===== src/rtl/pix_pack_pkg.sv =====
// Shared widths and operation codes for the pixel pack unit.
// Assumes a 64-bit operand holding four 16-bit or two 32-bit lanes.
package pix_pack_pkg;
    localparam int DATA_W  = 64;
    localparam int HALF_W  = DATA_W / 2;
    localparam int SCALE_W = 5;
    localparam int OP_W    = 3;
    localparam int N16     = DATA_W / 16;
    localparam int N32     = DATA_W / 32;

    typedef enum logic [OP_W-1:0] {
        OP_PACK8_16 = 3'd0,
        OP_PACK8_32 = 3'd1,
        OP_PACK16   = 3'd2,
        OP_EXPAND   = 3'd3,
        OP_MERGE    = 3'd4
    } pix_op_e;
endpackage


===== src/rtl/pix_sat_lane.sv =====
// One lane of a saturating pack: sign-extends the lane into EXT_W bits,
// shifts left by the scale, shifts right arithmetically by FRAC, then
// clamps to the signed or unsigned OUT_W range.
// Assumes EXT_W >= IN_W + 2**SCALE_W - 1, so the left shift never drops bits.
module pix_sat_lane #(
    parameter int IN_W       = 16,
    parameter int SCALE_W    = 4,
    parameter int EXT_W      = 32,
    parameter int FRAC       = 7,
    parameter int OUT_W      = 8,
    parameter bit SIGNED_OUT = 1'b0
) (
    input  logic [IN_W-1:0]    lane_in,
    input  logic [SCALE_W-1:0] scale,
    output logic [OUT_W-1:0]   lane_out
);
    localparam longint HI_L = SIGNED_OUT ? (longint'(1) <<< (OUT_W-1)) - 1
                                         : (longint'(1) <<< OUT_W) - 1;
    localparam longint LO_L = SIGNED_OUT ? -(longint'(1) <<< (OUT_W-1)) : 0;
    localparam logic signed [EXT_W-1:0] HI = EXT_W'(HI_L);
    localparam logic signed [EXT_W-1:0] LO = EXT_W'(LO_L);

    logic signed [EXT_W-1:0] ext_v, shl_v, fix_v;

    // Widen, scale and drop the fraction bits.
    always_comb begin
        ext_v = {{(EXT_W-IN_W){lane_in[IN_W-1]}}, lane_in};
        shl_v = ext_v <<< scale;
        fix_v = shl_v >>> FRAC;
    end

    // Clamp into the narrow format.
    always_comb begin
        if (fix_v > HI)      lane_out = HI[OUT_W-1:0];
        else if (fix_v < LO) lane_out = LO[OUT_W-1:0];
        else                 lane_out = fix_v[OUT_W-1:0];
    end
endmodule


===== src/rtl/pix_reformat.sv =====
// Non-arithmetic formats: expands bytes into 16-bit lanes (4 fraction
// bits) and interleaves the bytes of two 32-bit words.
// Assumes only the low 32 bits of each source matter.
module pix_reformat #(
    parameter int NBYTES = 4
) (
    input  logic [8*NBYTES-1:0]  word_a,
    input  logic [8*NBYTES-1:0]  word_b,
    output logic [16*NBYTES-1:0] expanded,
    output logic [16*NBYTES-1:0] merged
);
    for (genvar i = 0; i < NBYTES; i++) begin : g_byte
        // Byte i becomes lane i with four fraction bits.
        assign expanded[16*i +: 16] = {4'b0, word_b[8*i +: 8], 4'b0};
        // Second word in the even byte, first word in the odd byte.
        assign merged[16*i +: 8]     = word_b[8*i +: 8];
        assign merged[16*i + 8 +: 8] = word_a[8*i +: 8];
    end
endmodule


===== src/rtl/pix_pack_unit.sv =====
// Partitioned pixel pack unit: five format conversions on 64-bit operands,
// with one register stage. Assumes the caller extracts the scale field
// (status bits 7:3) and decodes the operation code.
module pix_pack_unit
    import pix_pack_pkg::*;
(
    input  logic               clk,
    input  logic               rst_n,
    input  logic               req_valid,
    input  logic [OP_W-1:0]    req_op,
    input  logic [DATA_W-1:0]  src_a,
    input  logic [DATA_W-1:0]  src_b,
    input  logic [SCALE_W-1:0] stat_scale,
    output logic               res_valid,
    output logic [DATA_W-1:0]  res_data,
    output logic               res_err
);
    localparam int EXT32_W = 2 * HALF_W;

    logic [N16*8-1:0]   pk8_16;
    logic [N32*8-1:0]   pk8_32;
    logic [N32*16-1:0]  pk16;
    logic [DATA_W-1:0]  acc_base, pk8_32_full;
    logic [DATA_W-1:0]  exp_w, mrg_w;
    logic [DATA_W-1:0]  nxt_data;
    logic               nxt_err;
    logic               unused_top_byte;

    assign unused_top_byte = ^src_a[DATA_W-1 -: 8];

    // Four 16-bit lanes to unsigned bytes, four-bit scale.
    for (genvar i = 0; i < N16; i++) begin : g_p16
        pix_sat_lane #(.IN_W(16), .SCALE_W(SCALE_W-1), .EXT_W(32),
                       .FRAC(7), .OUT_W(8), .SIGNED_OUT(1'b0)) u_lane (
            .lane_in (src_b[16*i +: 16]),
            .scale   (stat_scale[SCALE_W-2:0]),
            .lane_out(pk8_16[8*i +: 8])
        );
    end

    // Two 32-bit lanes to unsigned bytes and to signed halfwords.
    for (genvar w = 0; w < N32; w++) begin : g_p32
        pix_sat_lane #(.IN_W(HALF_W), .SCALE_W(SCALE_W), .EXT_W(EXT32_W),
                       .FRAC(23), .OUT_W(8), .SIGNED_OUT(1'b0)) u_byte (
            .lane_in (src_b[HALF_W*w +: HALF_W]),
            .scale   (stat_scale),
            .lane_out(pk8_32[8*w +: 8])
        );
        pix_sat_lane #(.IN_W(HALF_W), .SCALE_W(SCALE_W), .EXT_W(EXT32_W),
                       .FRAC(16), .OUT_W(16), .SIGNED_OUT(1'b1)) u_half (
            .lane_in (src_b[HALF_W*w +: HALF_W]),
            .scale   (stat_scale),
            .lane_out(pk16[16*w +: 16])
        );
        // Shifted accumulator half with its low byte replaced.
        assign pk8_32_full[HALF_W*w +: HALF_W] =
            {acc_base[HALF_W*w + 8 +: HALF_W-8], pk8_32[8*w +: 8]};
    end

    assign acc_base = {src_a[DATA_W-9:0], 8'h00};

    pix_reformat #(.NBYTES(HALF_W/8)) u_fmt (
        .word_a  (src_a[HALF_W-1:0]),
        .word_b  (src_b[HALF_W-1:0]),
        .expanded(exp_w),
        .merged  (mrg_w)
    );

    // Select the result for the requested operation.
    always_comb begin
        nxt_err = 1'b0;
        case (pix_op_e'(req_op))
            OP_PACK8_16: nxt_data = {{(DATA_W-N16*8){1'b0}}, pk8_16};
            OP_PACK8_32: nxt_data = pk8_32_full;
            OP_PACK16:   nxt_data = {{(DATA_W-N32*16){1'b0}}, pk16};
            OP_EXPAND:   nxt_data = exp_w;
            OP_MERGE:    nxt_data = mrg_w;
            default: begin
                nxt_data = '0;
                nxt_err  = 1'b1;
            end
        endcase
    end

    // Output register stage; data holds while idle.
    always_ff @(posedge clk) begin
        if (!rst_n) begin
            res_valid <= 1'b0;
            res_err   <= 1'b0;
            res_data  <= '0;
        end else begin
            res_valid <= req_valid;
            res_err   <= req_valid & nxt_err;
            if (req_valid) res_data <= nxt_data;
        end
    end

    assert_valid_follows_R1: assert property (@(posedge clk) disable iff (!rst_n)
        req_valid |=> res_valid);
    assert_idle_quiet_R1: assert property (@(posedge clk) disable iff (!rst_n)
        !req_valid |=> (!res_valid && !res_err));
    assert_pack16_high_R4: assert property (@(posedge clk) disable iff (!rst_n)
        (req_valid && req_op == 3'd0) |=> res_data[63:32] == 32'h0);
    assert_pack32_acc_R5: assert property (@(posedge clk) disable iff (!rst_n)
        (req_valid && req_op == 3'd1) |=> res_data[15:8] == $past(src_a[7:0]));
    assert_fixpack_high_R7: assert property (@(posedge clk) disable iff (!rst_n)
        (req_valid && req_op == 3'd2) |=> res_data[63:32] == 32'h0);
    assert_expand_zero_bits_R8: assert property (@(posedge clk) disable iff (!rst_n)
        (req_valid && req_op == 3'd3) |=> (res_data & 64'hF00F_F00F_F00F_F00F) == 64'h0);
    assert_merge_low_R9: assert property (@(posedge clk) disable iff (!rst_n)
        (req_valid && req_op == 3'd4) |=>
            res_data[15:0] == {$past(src_a[7:0]), $past(src_b[7:0])});
    assert_bad_op_zero_R10: assert property (@(posedge clk) disable iff (!rst_n)
        res_err |-> (res_valid && res_data == 64'h0));
endmodule


===== config.mk =====
export PLATFORM = sky130hd
export DESIGN_NAME = pix_pack_unit
export DESIGN_NICKNAME = d
export VERILOG_FILES = /design/src/rtl/pix_pack_pkg.sv /design/src/rtl/pix_sat_lane.sv /design/src/rtl/pix_reformat.sv /design/src/rtl/pix_pack_unit.sv
export SDC_FILE = /design/constraint.sdc
export NUM_CORES = 1
export LEC_CHECK = 0
export CORE_ASPECT_RATIO = 1.5
export CORE_UTILIZATION = 45
export CTS_BUF_LIST = sky130_fd_sc_hd__clkbuf_8
export CTS_CLUSTER_SIZE = 30
export DETAILED_ROUTE_END_ITERATION = 8
export DONT_BUFFER_PORTS = 1
export SETUP_SLACK_MARGIN = 0.2
export SYNTH_ARGS = -nofsm -noshare
export SYNTH_HDL_FRONTEND = slang
export SYNTH_SLANG_ARGS = --single-unit

===== constraint.sdc =====
create_clock -name clk -period 3.55 [get_ports clk]
set_input_delay 0.1775 -clock clk [delete_from_list [all_inputs] [get_ports clk]]
set_output_delay 0.1775 -clock clk [all_outputs]
set_load 0.005 [all_outputs]

==> metrics.md <==
| Metric | Value |
|---|---|
| Status | `finished, final reports clean` |
| Post-DRT Antenna Nets | `0` |
| CTS buffer count | `9` |
| Setup Skew | `0 ns` |
| Tot GR Track Use | `0.427` |
| Critical path type | `in2reg` |
| Max Buffers Root-to-Sink | `2` |
| Least-Margin Pin Slew | `1.12 ns` |
| Layout cell share with drive strength beyond 1 | `0.167` |
| Row Count | `70` |
| DRC | `0` |
| Fillers | `between 2000 and 3000` |
| RSZ-0062 raised after global routing | `false` |
| Hold/Removal Path Class | `in2reg` |
| DRT Wirelength | `around 56 mm` |
| CP cell instances | `mux4_2 > mux2i_1 > mux2i_1 > nor4b_1 > nand4b_1 > a2111oi_4 > buf_4 > nor2_1 > nand2_2 > o2111ai_1` |
| Cell count after synthesis | `approximately 1400` |
| Critical path arrival | `3.15 ns` |
| CP peak stage delay | `roughly 0.5 ns` |
| Met1 wire length | `slightly below 20 mm` |
| Synth Net Count | `1571` |
| CP dominant cell by count | `mux2i_1` |
| Crit path max-delay family | `multiplexers` |
| Clock sinks | `66` |
| Yosys top cell area share | `0.127` |
| Vias in the first global route | `between 10000 and 15000` |
| Most common cell in the netlist | `nand2_1` |
| Routed vias/inst | `7.50` |
| Synthesized flop and latch total | `66` |
| Synth warn | `0` |
| Register area | `1320 µm²` |
| Crit path max fanout | `between 150 and 200` |
| Finish-stage setup viols | `0` |
| Max Slew Vio Count | `0` |
| Seq/Total Area, Yosys | `0.117` |
| Final #Nets | `between 1500 and 2000` |
| Setup TNS | `0 ns` |
| Syn avg cell area | `around 7.9 µm²` |
| Worst ir drop on vdd | `0.000247 V` |
| Multi-input gate area | `around 9000 µm²` |
| Die ar. | `~26000 µm²` |
| DR WL/cell | `33.2 µm` |
| Ranking of synthesized cells by area | `mux4_2 (13%), dfxtp_1 (12%), mux2i_1 (8.0%), mux2_2 (5.1%), a21oi_1 (4.6%)` |
| Fin crit share | `0.819` |
| Hold Vio Cnt, Final | `0` |
| Detail Placement HPWL | `41.6 mm` |
| Clk slew on worst S/H paths | `roughly 0.070 ns` |
| Post-synth EDFFs | `0` |
| DRT iter0 DRCs | `between 1000 and 1500` |
| Post-synthesis async set-or-reset flop share | `0` |
| Pwr dens | `roughly 240 nW/µm²` |
| Metal3 WL | `4.83 mm` |
| Router iterations before antenna repair | `6` |
| DR vias | `between 10000 and 15000` |
| Pin count of the biggest net entering global routing | `about 160` |
| Worst Path Required | `about 3.8 ns` |
| Worst path slowest cell | `mux4_2` |
| Antenna violations before repair | `0` |
| Yosys cell types | `between 90 and 100` |
| Top cells by count, synth | `nand2_1 (131), nor2_1 (112), a21oi_1 (104), o21ai_0 (91), mux2i_1 (90)` |
| CTS tree | `done` |
| First-pass GRT wire length | `approximately 80 mm` |
| Pleak | `between 4 and 5 nW` |
| GRT overflow | `0` |
| Met2 wire len | `~27 mm` |
| Clk_lat worst skew | `0.37 ns` |
| Place WS | `0.321 ns` |
| Setup Fix Bufs, Post-CTS | `0` |
| Worst Setup Start Kind | `input port` |
| Die width | `between 100 and 150 µm` |
| Post-synth top area cell | `mux4_2` |
| CTS H-tree depth | `3` |
| Mapped cell area | `11300 µm²` |
| Fmax achieved | `0.344 GHz` |
| Highest routed layer | `met4` |
| Worst slew margin | `0.253` |
| Post-layout min period | `about 2.9 ns` |
| Hold WS | `0.00758 ns` |
| CP Capture Type | `register` |
| Root Buffer | `clkbuf_8` |
| Port bufs | `0` |
| ANT cells | `0` |
| Area delta synth->final | `3.12%` |
| Die H | `196 µm` |
| PnR worst setup slack | `0.642 ns` |
| Starting Density | `0.462` |
| Final GP Congestion | `between 1 and 1.5` |
| Max-Cap Viols | `0` |
| # IOs | `about 210` |
| Core area | `24500 µm²` |
| CP bufs+invs | `1` |
| Top FF cell, synth | `dfxtp_1` |
-- timing repair --
action                                  4_1_cts  5_1_grt
endpoints found under the setup margin        0        0
resized for setup                             0        0
hold endpoints to repair                     48        0
hold buffers                                  5        0
-- worst register-to-register path: cells and delay by family (launching register included) --
kind	cells	cell delay, ns
flip-flops	1	0.34
AO/OA/AOI/OAI	3	0.63
AND/OR/NAND/NOR	1	0.14
-- path summary, 6_finish.rpt --
check | from | to | slack (ns) | cells past startpoint
max | stat_scale[1] | res_data[29]$_SDFFE_PN0P_ | 0.64 | 10
min | src_b[17] | res_data[33]$_SDFFE_PN0P_ | 0.008 | 2
max reg2reg | res_data[5]$_SDFFE_PN0P_ | res_data[5]$_SDFFE_PN0P_ | 2.29 | 4
min reg2reg | res_data[13]$_SDFFE_PN0P_ | res_data[13]$_SDFFE_PN0P_ | 0.52 | 2
-- area by class of cell --
cell class,count,share of cell area
multi-input cells,1182,0.775
flip-flops and latches,66,0.113
repair buffers,70,0.0491
well taps,324,0.0347
clock buffers,11,0.0130
inverters,36,0.0116
clock inverters,3,0.00354
-- metrics by stage --
stage | cells | util | cell area [µm²] | power, mW
floorplan | 1432 | - | 11300 | 1.87
global placement | 1673 | 0.466 | 11400 | 2.14
detailed placement | 1673 | 0.466 | 11400 | 2.14
CTS | 1692 | 0.476 | 11700 | 2.81
global route | 1692 | 0.476 | 11700 | 2.95
finish | 1692 | 0.476 | 11700 | 2.85
-- registers in the layout, indices dropped and copies added (netlist names) --
name and cells:
res_data 64, res_err 1, res_valid 1
-- layer usage --
metal,GRT usage,vias up
met5,0,-
li1,-,5443
met3,0.0842,177
met4,0.318,0
met2,0.723,810
met1,0.474,6255
-- kinds of logic (layout without fill, tap and decap cells) --
family	Yosys count	count (layout)	synth area share
mux	223	223	0.295
simple gates	455	455	0.198
compound gates	504	504	0.305
buf+inv	184	120	0.0851
flops	66	66	0.117
-- layout by cell type (no fill, tap or decap), types with 21 or more instances in the layout --
cell type    n
nand2_1    131
nor2_1     112
a21oi_1    104
o21ai_0     91
mux2i_1     90
dfxtp_1     66
mux4_2      64
buf_4       63
a22oi_1     61
mux2_2      51
o22ai_1     51
nor2b_1     40
inv_1       35
and2_1      34
nand3_1     31
a221oi_1    29
a211oi_1    21
nor3_1      21
-- power breakdown --
part	switching [mW]	internal (mW)	total, mW	leakage, nW
clock network	0.315	0.353	0.668	0.0987
registers	0.0206	0.764	0.785	0.535
logic	0.804	0.596	1.40	3.41
Power figures use the tool's default switching activity.
